[src/rtl/post_pkg.sv]
package post_pkg;

    typedef enum logic [1:0] {
        RES_NONE = 2'd0,
        RES_GOOD = 2'd1,
        RES_CTRL = 2'd2,
        RES_CHAN = 2'd3
    } result_e;

    typedef enum logic [2:0] {
        ST_START,
        ST_LAMP,
        ST_HOLD,
        ST_ROM,
        ST_RAM,
        ST_CHAN,
        ST_DONE
    } seq_e;

    typedef struct packed {
        seq_e    st;
        result_e code;
        logic    valid;
        logic    lamp_go;
        logic    hold_go;
        logic    rom_go;
        logic    ram_go;
        logic    chan_go;
    } seq_t;

endpackage

[src/rtl/post_lamp_shifter.sv]
module post_lamp_shifter #(
    parameter int BITS = 32
) (
    input  logic clk,
    input  logic rst_n,
    input  logic go_i,
    output logic bit_o,
    output logic strobe_o,
    output logic done_o
);
    localparam int TOTAL = 2 * BITS;
    localparam int CW    = $clog2(TOTAL + 1);
    localparam logic [CW-1:0] LAST = CW'(TOTAL - 1);

    typedef struct packed {
        logic          active;
        logic [CW-1:0] cnt;
        logic          done;
    } lamp_t;

    lamp_t lamp_d, lamp_q;

    always_comb begin
        lamp_d      = lamp_q;
        lamp_d.done = 1'b0;
        if (go_i) begin
            lamp_d.active = 1'b1;
            lamp_d.cnt    = '0;
        end else if (lamp_q.active) begin
            lamp_d.cnt = lamp_q.cnt + 1'b1;
            if (lamp_q.cnt == LAST) begin
                lamp_d.active = 1'b0;
                lamp_d.done   = 1'b1;
            end
        end
    end

    always_ff @(posedge clk) begin
        if (!rst_n) begin
            lamp_q <= '0;
        end else begin
            lamp_q <= lamp_d;
        end
    end

    assign strobe_o = lamp_q.active;
    assign bit_o    = lamp_q.active;
    assign done_o   = lamp_q.done;

endmodule

[src/rtl/post_cycle_timer.sv]
module post_cycle_timer #(
    parameter int CYCLES = 150_000_000
) (
    input  logic clk,
    input  logic rst_n,
    input  logic go_i,
    output logic done_o
);
    localparam int CW = $clog2(CYCLES + 1);
    localparam logic [CW-1:0] LOAD = CW'(CYCLES - 1);

    typedef struct packed {
        logic          active;
        logic [CW-1:0] cnt;
        logic          done;
    } tmr_t;

    tmr_t tmr_d, tmr_q;

    always_comb begin
        tmr_d      = tmr_q;
        tmr_d.done = 1'b0;
        if (go_i) begin
            tmr_d.active = 1'b1;
            tmr_d.cnt    = LOAD;
        end else if (tmr_q.active) begin
            if (tmr_q.cnt == '0) begin
                tmr_d.active = 1'b0;
                tmr_d.done   = 1'b1;
            end else begin
                tmr_d.cnt = tmr_q.cnt - 1'b1;
            end
        end
    end

    always_ff @(posedge clk) begin
        if (!rst_n) begin
            tmr_q <= '0;
        end else begin
            tmr_q <= tmr_d;
        end
    end

    assign done_o = tmr_q.done;

endmodule

[src/rtl/post_rom_summer.sv]
module post_rom_summer #(
    parameter int AW = 10
) (
    input  logic          clk,
    input  logic          rst_n,
    input  logic          go_i,
    output logic          rom_rd_o,
    output logic [AW-1:0] rom_addr_o,
    input  logic [7:0]    rom_data_i,
    output logic          done_o,
    output logic          match_o
);
    localparam int DEPTH = 1 << AW;
    localparam int IW    = AW + 1;
    localparam logic [IW-1:0] ISS_LAST = IW'(DEPTH - 1);
    localparam logic [AW-1:0] ADR_LO   = AW'(DEPTH - 2);
    localparam logic [AW-1:0] ADR_HI   = AW'(DEPTH - 1);

    typedef struct packed {
        logic          issuing;
        logic [IW-1:0] iss;
        logic          ret_v;
        logic [AW-1:0] ret_a;
        logic [15:0]   sum;
        logic [7:0]    lo;
        logic          done;
        logic          match;
    } sum_t;

    sum_t s_d, s_q;

    always_comb begin
        s_d      = s_q;
        s_d.done = 1'b0;

        // consume data returned for the read issued last cycle
        if (s_q.ret_v) begin
            if (s_q.ret_a == ADR_LO) begin
                s_d.lo = rom_data_i;
            end else if (s_q.ret_a == ADR_HI) begin
                s_d.done  = 1'b1;
                s_d.match = (s_q.sum == {rom_data_i, s_q.lo});
            end else begin
                s_d.sum = s_q.sum + {8'h00, rom_data_i};
            end
        end

        if (go_i) begin
            s_d.issuing = 1'b1;
            s_d.iss     = '0;
            s_d.sum     = '0;
            s_d.ret_v   = 1'b0;
            s_d.match   = 1'b0;
        end else begin
            s_d.ret_v = s_q.issuing;
            s_d.ret_a = s_q.iss[AW-1:0];
            if (s_q.issuing) begin
                s_d.iss = s_q.iss + 1'b1;
                if (s_q.iss == ISS_LAST) begin
                    s_d.issuing = 1'b0;
                end
            end
        end
    end

    always_ff @(posedge clk) begin
        if (!rst_n) begin
            s_q <= '0;
        end else begin
            s_q <= s_d;
        end
    end

    assign rom_rd_o   = s_q.issuing;
    assign rom_addr_o = s_q.iss[AW-1:0];
    assign done_o     = s_q.done;
    assign match_o    = s_q.match;

endmodule

[src/rtl/post_sequencer.sv]
module post_sequencer
    import post_pkg::*;
#(
    parameter int PATTERN_BITS = 32,
    parameter int LAMP_HOLD    = 150_000_000,
    parameter int ROM_AW       = 10
) (
    input  logic              clk,
    input  logic              rst_n,
    input  logic              test_mode_i,
    output logic              disp_data_o,
    output logic              disp_shift_o,
    output logic              rom_rd_o,
    output logic [ROM_AW-1:0] rom_addr_o,
    input  logic [7:0]        rom_data_i,
    output logic              ram_start_o,
    input  logic              ram_done_i,
    input  logic              ram_pass_i,
    output logic              chan_start_o,
    input  logic              chan_done_i,
    input  logic              chan_pass_i,
    output logic [1:0]        result_code_o,
    output logic              result_valid_o
);
    seq_t seq_d, seq_q;

    logic lamp_done;
    logic hold_done;
    logic rom_done;
    logic rom_match;

    post_lamp_shifter #(.BITS(PATTERN_BITS)) i_lamp (
        .clk      (clk),
        .rst_n    (rst_n),
        .go_i     (seq_q.lamp_go),
        .bit_o    (disp_data_o),
        .strobe_o (disp_shift_o),
        .done_o   (lamp_done)
    );

    post_cycle_timer #(.CYCLES(LAMP_HOLD)) i_hold (
        .clk    (clk),
        .rst_n  (rst_n),
        .go_i   (seq_q.hold_go),
        .done_o (hold_done)
    );

    post_rom_summer #(.AW(ROM_AW)) i_rom (
        .clk        (clk),
        .rst_n      (rst_n),
        .go_i       (seq_q.rom_go),
        .rom_rd_o   (rom_rd_o),
        .rom_addr_o (rom_addr_o),
        .rom_data_i (rom_data_i),
        .done_o     (rom_done),
        .match_o    (rom_match)
    );

    always_comb begin
        seq_d         = seq_q;
        seq_d.lamp_go = 1'b0;
        seq_d.hold_go = 1'b0;
        seq_d.rom_go  = 1'b0;
        seq_d.ram_go  = 1'b0;
        seq_d.chan_go = 1'b0;
        unique case (seq_q.st)
            ST_START: begin
                seq_d.valid   = 1'b0;
                seq_d.code    = RES_NONE;
                seq_d.lamp_go = 1'b1;
                seq_d.st      = ST_LAMP;
            end
            ST_LAMP: begin
                if (lamp_done) begin
                    seq_d.hold_go = 1'b1;
                    seq_d.st      = ST_HOLD;
                end
            end
            ST_HOLD: begin
                if (hold_done) begin
                    seq_d.rom_go = 1'b1;
                    seq_d.st     = ST_ROM;
                end
            end
            ST_ROM: begin
                if (rom_done) begin
                    if (rom_match) begin
                        seq_d.ram_go = 1'b1;
                        seq_d.st     = ST_RAM;
                    end else begin
                        seq_d.code  = RES_CTRL;
                        seq_d.valid = 1'b1;
                        seq_d.st    = ST_DONE;
                    end
                end
            end
            ST_RAM: begin
                if (ram_done_i) begin
                    if (ram_pass_i) begin
                        seq_d.chan_go = 1'b1;
                        seq_d.st      = ST_CHAN;
                    end else begin
                        seq_d.code  = RES_CTRL;
                        seq_d.valid = 1'b1;
                        seq_d.st    = ST_DONE;
                    end
                end
            end
            ST_CHAN: begin
                if (chan_done_i) begin
                    seq_d.code  = chan_pass_i ? RES_GOOD : RES_CHAN;
                    seq_d.valid = 1'b1;
                    seq_d.st    = ST_DONE;
                end
            end
            ST_DONE: begin
                if (test_mode_i) begin
                    seq_d.st = ST_START;
                end
            end
            default: begin
                seq_d.st = ST_START;
            end
        endcase
    end

    always_ff @(posedge clk) begin
        if (!rst_n) begin
            seq_q <= '{st: ST_START, code: RES_NONE, valid: 1'b0,
                       lamp_go: 1'b0, hold_go: 1'b0, rom_go: 1'b0,
                       ram_go: 1'b0, chan_go: 1'b0};
        end else begin
            seq_q <= seq_d;
        end
    end

    assign ram_start_o    = seq_q.ram_go;
    assign chan_start_o   = seq_q.chan_go;
    assign result_code_o  = seq_q.code;
    assign result_valid_o = seq_q.valid;

endmodule

[config.mk]
export PLATFORM = sky130hd
export DESIGN_NAME = post_sequencer
export DESIGN_NICKNAME = d
export VERILOG_FILES = /design/src/rtl/post_pkg.sv /design/src/rtl/post_lamp_shifter.sv /design/src/rtl/post_cycle_timer.sv /design/src/rtl/post_rom_summer.sv /design/src/rtl/post_sequencer.sv
export SDC_FILE = /design/constraint.sdc
export NUM_CORES = 1
export LEC_CHECK = 0
export BUFFER_PORTS_ARGS = -buffer_cell sky130_fd_sc_hd__buf_2
export CAP_MARGIN = 5
export CELL_PAD_IN_SITES_DETAIL_PLACEMENT = 1
export CELL_PAD_IN_SITES_GLOBAL_PLACEMENT = 2
export CORE_MARGIN = 8
export CORE_UTILIZATION = 34
export DETAILED_ROUTE_END_ITERATION = 10
export MAX_ROUTING_LAYER = met4
export PLACE_DENSITY = 0.84
export RECOVER_POWER = 100
export SETUP_SLACK_MARGIN = 0.2
export SLEW_MARGIN = 20
export SYNTH_ARGS = -nofsm -noshare
export SYNTH_HDL_FRONTEND = slang
export SYNTH_SLANG_ARGS = --single-unit
[constraint.sdc]
create_clock -name clk -period 1.95 [get_ports clk]
set_input_delay 0.195 -clock clk [delete_from_list [all_inputs] [get_ports clk]]
set_output_delay 0.195 -clock clk [all_outputs]
set_load 0.005 [all_outputs]
======== After elaboration in Yosys (flattened, before gate mapping) ========
Cells that the tools add are included.
word-level totals
  logic and storage cells ................. 106
  input port bits ......................... 15
  register bits after elaboration ......... 99
  output and inout bits ................... 18
cells by class
  reductions and logical operators ........ 21
  bitwise gates (word level) .............. 7
  mux-type cells .......................... 31
  equal/unequal tests ..................... 20
  $add $sub $neg .......................... 4
operator list
  kind                     count
  $mux W30                 1
  $mux W29                 1
  $logic_not A28 Y1        1
  $mux W28                 1
  $sub A28 B1 Y28 const B  1
  $pmux W3 S7              1
  $eq A10 B10 Y1 const B   2
  $mux W6                  3
  $add A16 B8 Y16          1
  $eq A16 B16 Y1           1
  $mux W3                  5
  $mux W13                 1
  $mux W12                 1
  $ne A2 B2 Y1 const B     6
  $pmux W3 S4              1
  $reduce_and A3 Y1        4
  $reduce_and A6 Y1        2
  $add A11 B1 Y11 const B  1
  $eq A11 B10 Y1 const B   1
  $mux W1                  10
  $reduce_and A2 Y1        5
  $eq A3 B3 Y1 const B     3
  $mux W9                  1
  $reduce_or A3 Y1         3
  other kinds (12)         26

======== Depth between registers and ports, before layout ========
  depth in word-level cells ............... 4
  gate-level depth with buffers ........... 8
  gate-level depth less buffers ........... 8

======== By module ========
Synthesis repeated with hierarchy kept, for this count alone.
second synthesis, totals
  cells, all modules ...................... 562
  area, all modules ....................... 5,038.6 um2
modules (own cells, without submodules)
  module             sequential area each (um2)  times used  area each (um2)  cells an instance
  post_rom_summer    980.9                       1           2,522.4          280
  post_cycle_timer   600.6                       1           1,550.2          173
  post_sequencer     220.2                       1           586.8            69
  post_lamp_shifter  180.2                       1           379.1            40

======== Worst setup path after synthesis ========
No wires, ideal clock.
  path type ............................... register -> register
  start ................................... reg i_hold.tmr_q[3] (netlist name)
  end ..................................... reg i_hold.tmr_q[16] (netlist name)
  period minus slack after synthesis ...... 2.068 ns
  setup time .............................. 0.120 ns
  path slack .............................. -0.118 ns
  path buffers ............................ 1
  data arrival time ....................... 1.948 ns
  stages on the path, launching flop included .. 8
  data required time ...................... 1.830 ns
  cells stage by stage .................... dfxtp_1 -> or4_4 -> nand3b_4 -> o21ba_1 -> buf_6 -> nand2_4 -> o31a_1 -> o31a_1
between the ends
  cells in the longest elaborated chain, start to end .. 4
  elaborated cells between the ends (all ways) .. 7
  those cells by class .................... 1 x add/sub; 1 x eq/ne; 3 x mux; 2 x reduce/logical
RTL lines
  element                   RTL line                text
  start: declaration        post_cycle_timer.sv:18  tmr_t tmr_d, tmr_q;
  start signal: assignment  post_cycle_timer.sv:40  tmr_q <= tmr_d;
  $sub A28 B1 Y28           post_cycle_timer.sv:31  tmr_d.cnt = tmr_q.cnt - 1'b1;
  $mux W28                  post_cycle_timer.sv:27  if (tmr_q.cnt == '0) begin
  $mux W30                  post_cycle_timer.sv:26  end else if (tmr_q.active) begin
  $mux W29                  post_cycle_timer.sv:23  if (go_i) begin
Several ways; a longest one is shown, not always the timed one. The select of a mux whose other input is x is not followed.
A chain may end at the register's enable or synchronous reset.

======== Worst setup path in the final report ========
  start ................................... reg i_hold.tmr_q[6] (netlist name)
  end ..................................... reg i_hold.tmr_q[16] (netlist name)
The elaborated chain is that of the path after synthesis.

==> flow_metrics.env <==
export IMPL_fill_cells=1641
export IMPL_drive_gt1_share_pct=25.8
export IMPL_arrival_ns=2.27
export IMPL_wl_per_cell_um=16.2
export IMPL_core_um2=14300
export IMPL_clock_fmax_mhz=492
export IMPL_cp_max_fo=5
export IMPL_placed_area_um2=5420
export IMPL_hold_ws_ns=0.103
export IMPL_cts_num_sinks=99
export IMPL_multi_input_area_um2=3080
export IMPL_async_flop_share_pct=0
export IMPL_fin_tns_setup_ns=-0.334
export IMPL_reg2reg_slack_ns=-0.08
export IMPL_row_count=44
export IMPL_place_gp_congestion=0.790
export IMPL_finalInstanceArea_um2=6230
export IMPL_synthesis_nets=573
export IMPL_netlist_area_um2=4880
export IMPL_ant_nets=0
export IMPL_status="finished, violations left"
export IMPL_grt_max_degree=27
export IMPL_cts_hold_buf=0
export IMPL_grt_pass1_vias=4457
export IMPL_start_kind="flip-flop"
export IMPL_htree_num_levels=3
export IMPL_routed_wl_mm=13.0
export IMPL_setup_viol=10
export IMPL_clk_pin_slew_worst_paths_ns=0.07
export IMPL_syn_avg_cell_area_um2=8.96
export IMPL_post_route_util_pct=43.7
export IMPL_slew_headroom_pct=29.5
export IMPL_die_w_um=136
export IMPL_place_port_buffers=32
export IMPL_finalWorstPathRequiredPeriod_ns=2.03
export IMPL_ff_latch_area_um2=2010
export IMPL_yosysWarnings=0
export IMPL_worst_pin_slew_ns=1.06
export IMPL_clock_latency_ns=0.35
export IMPL_holdCritPathClass="primary input to flip-flop"
export IMPL_finalCritPeriodShare_pct=104
export IMPL_cts_tree="built"
export IMPL_synthToLayoutAreaGrowth_pct=27.5
export IMPL_violations="setup timing"
export IMPL_cp_end_kind="flip-flop"
export IMPL_ys_ff_latch=99
export IMPL_first_pass_iters=4
export IMPL_hold_viol_final=0
export IMPL_ys_seq_area_share_pct=40.6
export IMPL_syn_inst=545
export IMPL_boundaryPins=33
export IMPL_num_antenna_cells=0
export IMPL_hpwl_mm=8.80
export IMPL_skew_ns=0.00509
export IMPL_synth_cell_type_count=61
export IMPL_total_power_mw=4.53
export IMPL_grt_pass1_wl_mm=21.4
export IMPL_drc=0
export IMPL_peakVddDrop_mv=0.410
export IMPL_drt_initial_drc_count=155
export IMPL_p_per_area_nw_per_um2=727
export IMPL_clk_path_buf_depth=2
export IMPL_cts_root_buffer="clkbuf_16"
export IMPL_layout_common_cells="88 x dfxtp_1, 54 x nor2_1, 44 x nand2_1, 44 x buf_4, 37 x xor2_1"
export IMPL_total_leakage_power_nw=2.39
export IMPL_drv_slew=0
export IMPL_layout_commonest_cell="dfxtp_1"
export IMPL_vias=4113
export IMPL_die_h_um=136
export IMPL_drv_cap=0
export IMPL_design_die_area_um2=18500
export IMPL_fin_nets=640
export IMPL_grt_ovfl_total=0
export IMPL_start_util_pct=34.3
export IMPL_critPathRequiredTime_ns=2.19
export IMPL_path_class="flip-flop to flip-flop"
export IMPL_setup_slack_ns=-0.0815
export IMPL_grtUsageTotal_pct=14.9
export IMPL_grt_setup_unrepaired="true"
export IMPL_synth_main_ff_cell="dfxtp_1"
export IMPL_synth_edf_count=0
export IMPL_viasPerCell=5.13
export IMPL_antenna_found_initial=0
export IMPL_cts_made_buffers=9
==> where the power goes <==
group	total (mW)	internal, mW	leakage, nW	switching (mW)
sequential	2.15	2.08	0.805	0.0772
clock	1.84	1.04	0.147	0.803
combinational	0.533	0.251	1.43	0.283
==> flip-flops by register name (all words and copies together) (netlist names) <==
name / cells
chan_start_o: 1
i_hold.done_o: 1
i_hold.tmr_q: 29
i_lamp.bit_o: 1
i_lamp.done_o: 1
i_lamp.lamp_q: 7
i_rom.done_o: 1
i_rom.match_o: 1
i_rom.rom_addr_o: 10
i_rom.rom_rd_o: 1
i_rom.s_q: 36
ram_start_o: 1
result_code_o: 2
result_valid_o: 1
seq_q: 6
==> cell type report <==
type,count,share of cell area [%]
multi-input combinational,403,49.5
sequential,99,32.2
timing repair buffer,90,9.16
clock buffer,11,3.90
tap,184,3.70
clock inverter,5,0.964
inverter,9,0.542
==> worst max-delay path, cell delays in order (launching register included) <==
cell and delay [ns]:
dfxtp_2 0.32, or4_4 0.54, nand3b_4 0.23, o21ba_4 0.30, nand2_4 0.05, o31a_1 0.23
o31a_1 0.23
==> kinds of logic after synthesis <==
family,Yosys count,synth area share [%]
XOR/XNOR,58,10.4
multiplexers,24,4.94
adder cells (fa/ha/maj),13,3.48
flip-flops,99,40.6
AND/OR/NAND/NOR,225,23.7
buffers and inverters,43,5.25
AO/OA/AOI/OAI,83,11.7
==> cell usage after synthesis, types with 12 or more instances <==
| cell | count | area share [%] |
|---|---|---|
| buf_4 | 13 | 2.0 |
| xor2_1 | 39 | 7.0 |
| nand3_1 | 21 | 2.2 |
| nor2_1 | 56 | 4.3 |
| a21oi_1 | 28 | 2.9 |
| nor2b_1 | 21 | 2.7 |
| or3_1 | 13 | 1.7 |
| nand2_1 | 46 | 3.5 |
| mux2i_1 | 23 | 4.7 |
| xnor2_1 | 19 | 3.4 |
| dfxtp_1 | 99 | 41 |
| nor4_1 | 12 | 1.5 |
| ha_1 | 12 | 3.1 |
| clkbuf_1 | 16 | 1.2 |
| a21boi_0 | 15 | 2.3 |
==> path summary, 6_finish.rpt <==
kind | startpoint | end | depth (start not counted)
setup / recovery | i_hold.tmr_q[6] | i_hold.tmr_q[16] | 6
hold / removal | ram_done_i | chan_start_o | 3
setup reg to reg | i_hold.tmr_q[6] | i_hold.tmr_q[16] | 6
hold reg to reg | i_lamp.done_o | seq_q[3] | 2
==> metrics by stage <==
step	std cells	setup slack [ns]
after floorplan	545	-0.0671
after global placement	769	-0.0124
after detailed placement	769	-0.0532
after CTS	796	-0.0288
after global routing	801	-0.138
final	801	-0.0815
==> per-layer routing <==
metal / GRT usage (%) / up-vias / routed length [µm]
li1: - / 2007 / -
met4: 6.77 / 0 / 329
met2: 26.2 / 41 / 6840
met3: 2.51 / 27 / 257
met1: 16.1 / 2038 / 5580
met5: - / - / 0
==> repair_timing <==
item | CTS | global route
cloned | 0 | 0
endpoints found under the setup margin | 48 | 52
pin swaps | 23 | 36
setup buffers | 11 | 5
gates resized for setup | 54 | 52
No activity file was read; power rests on OpenSTA's default activity.
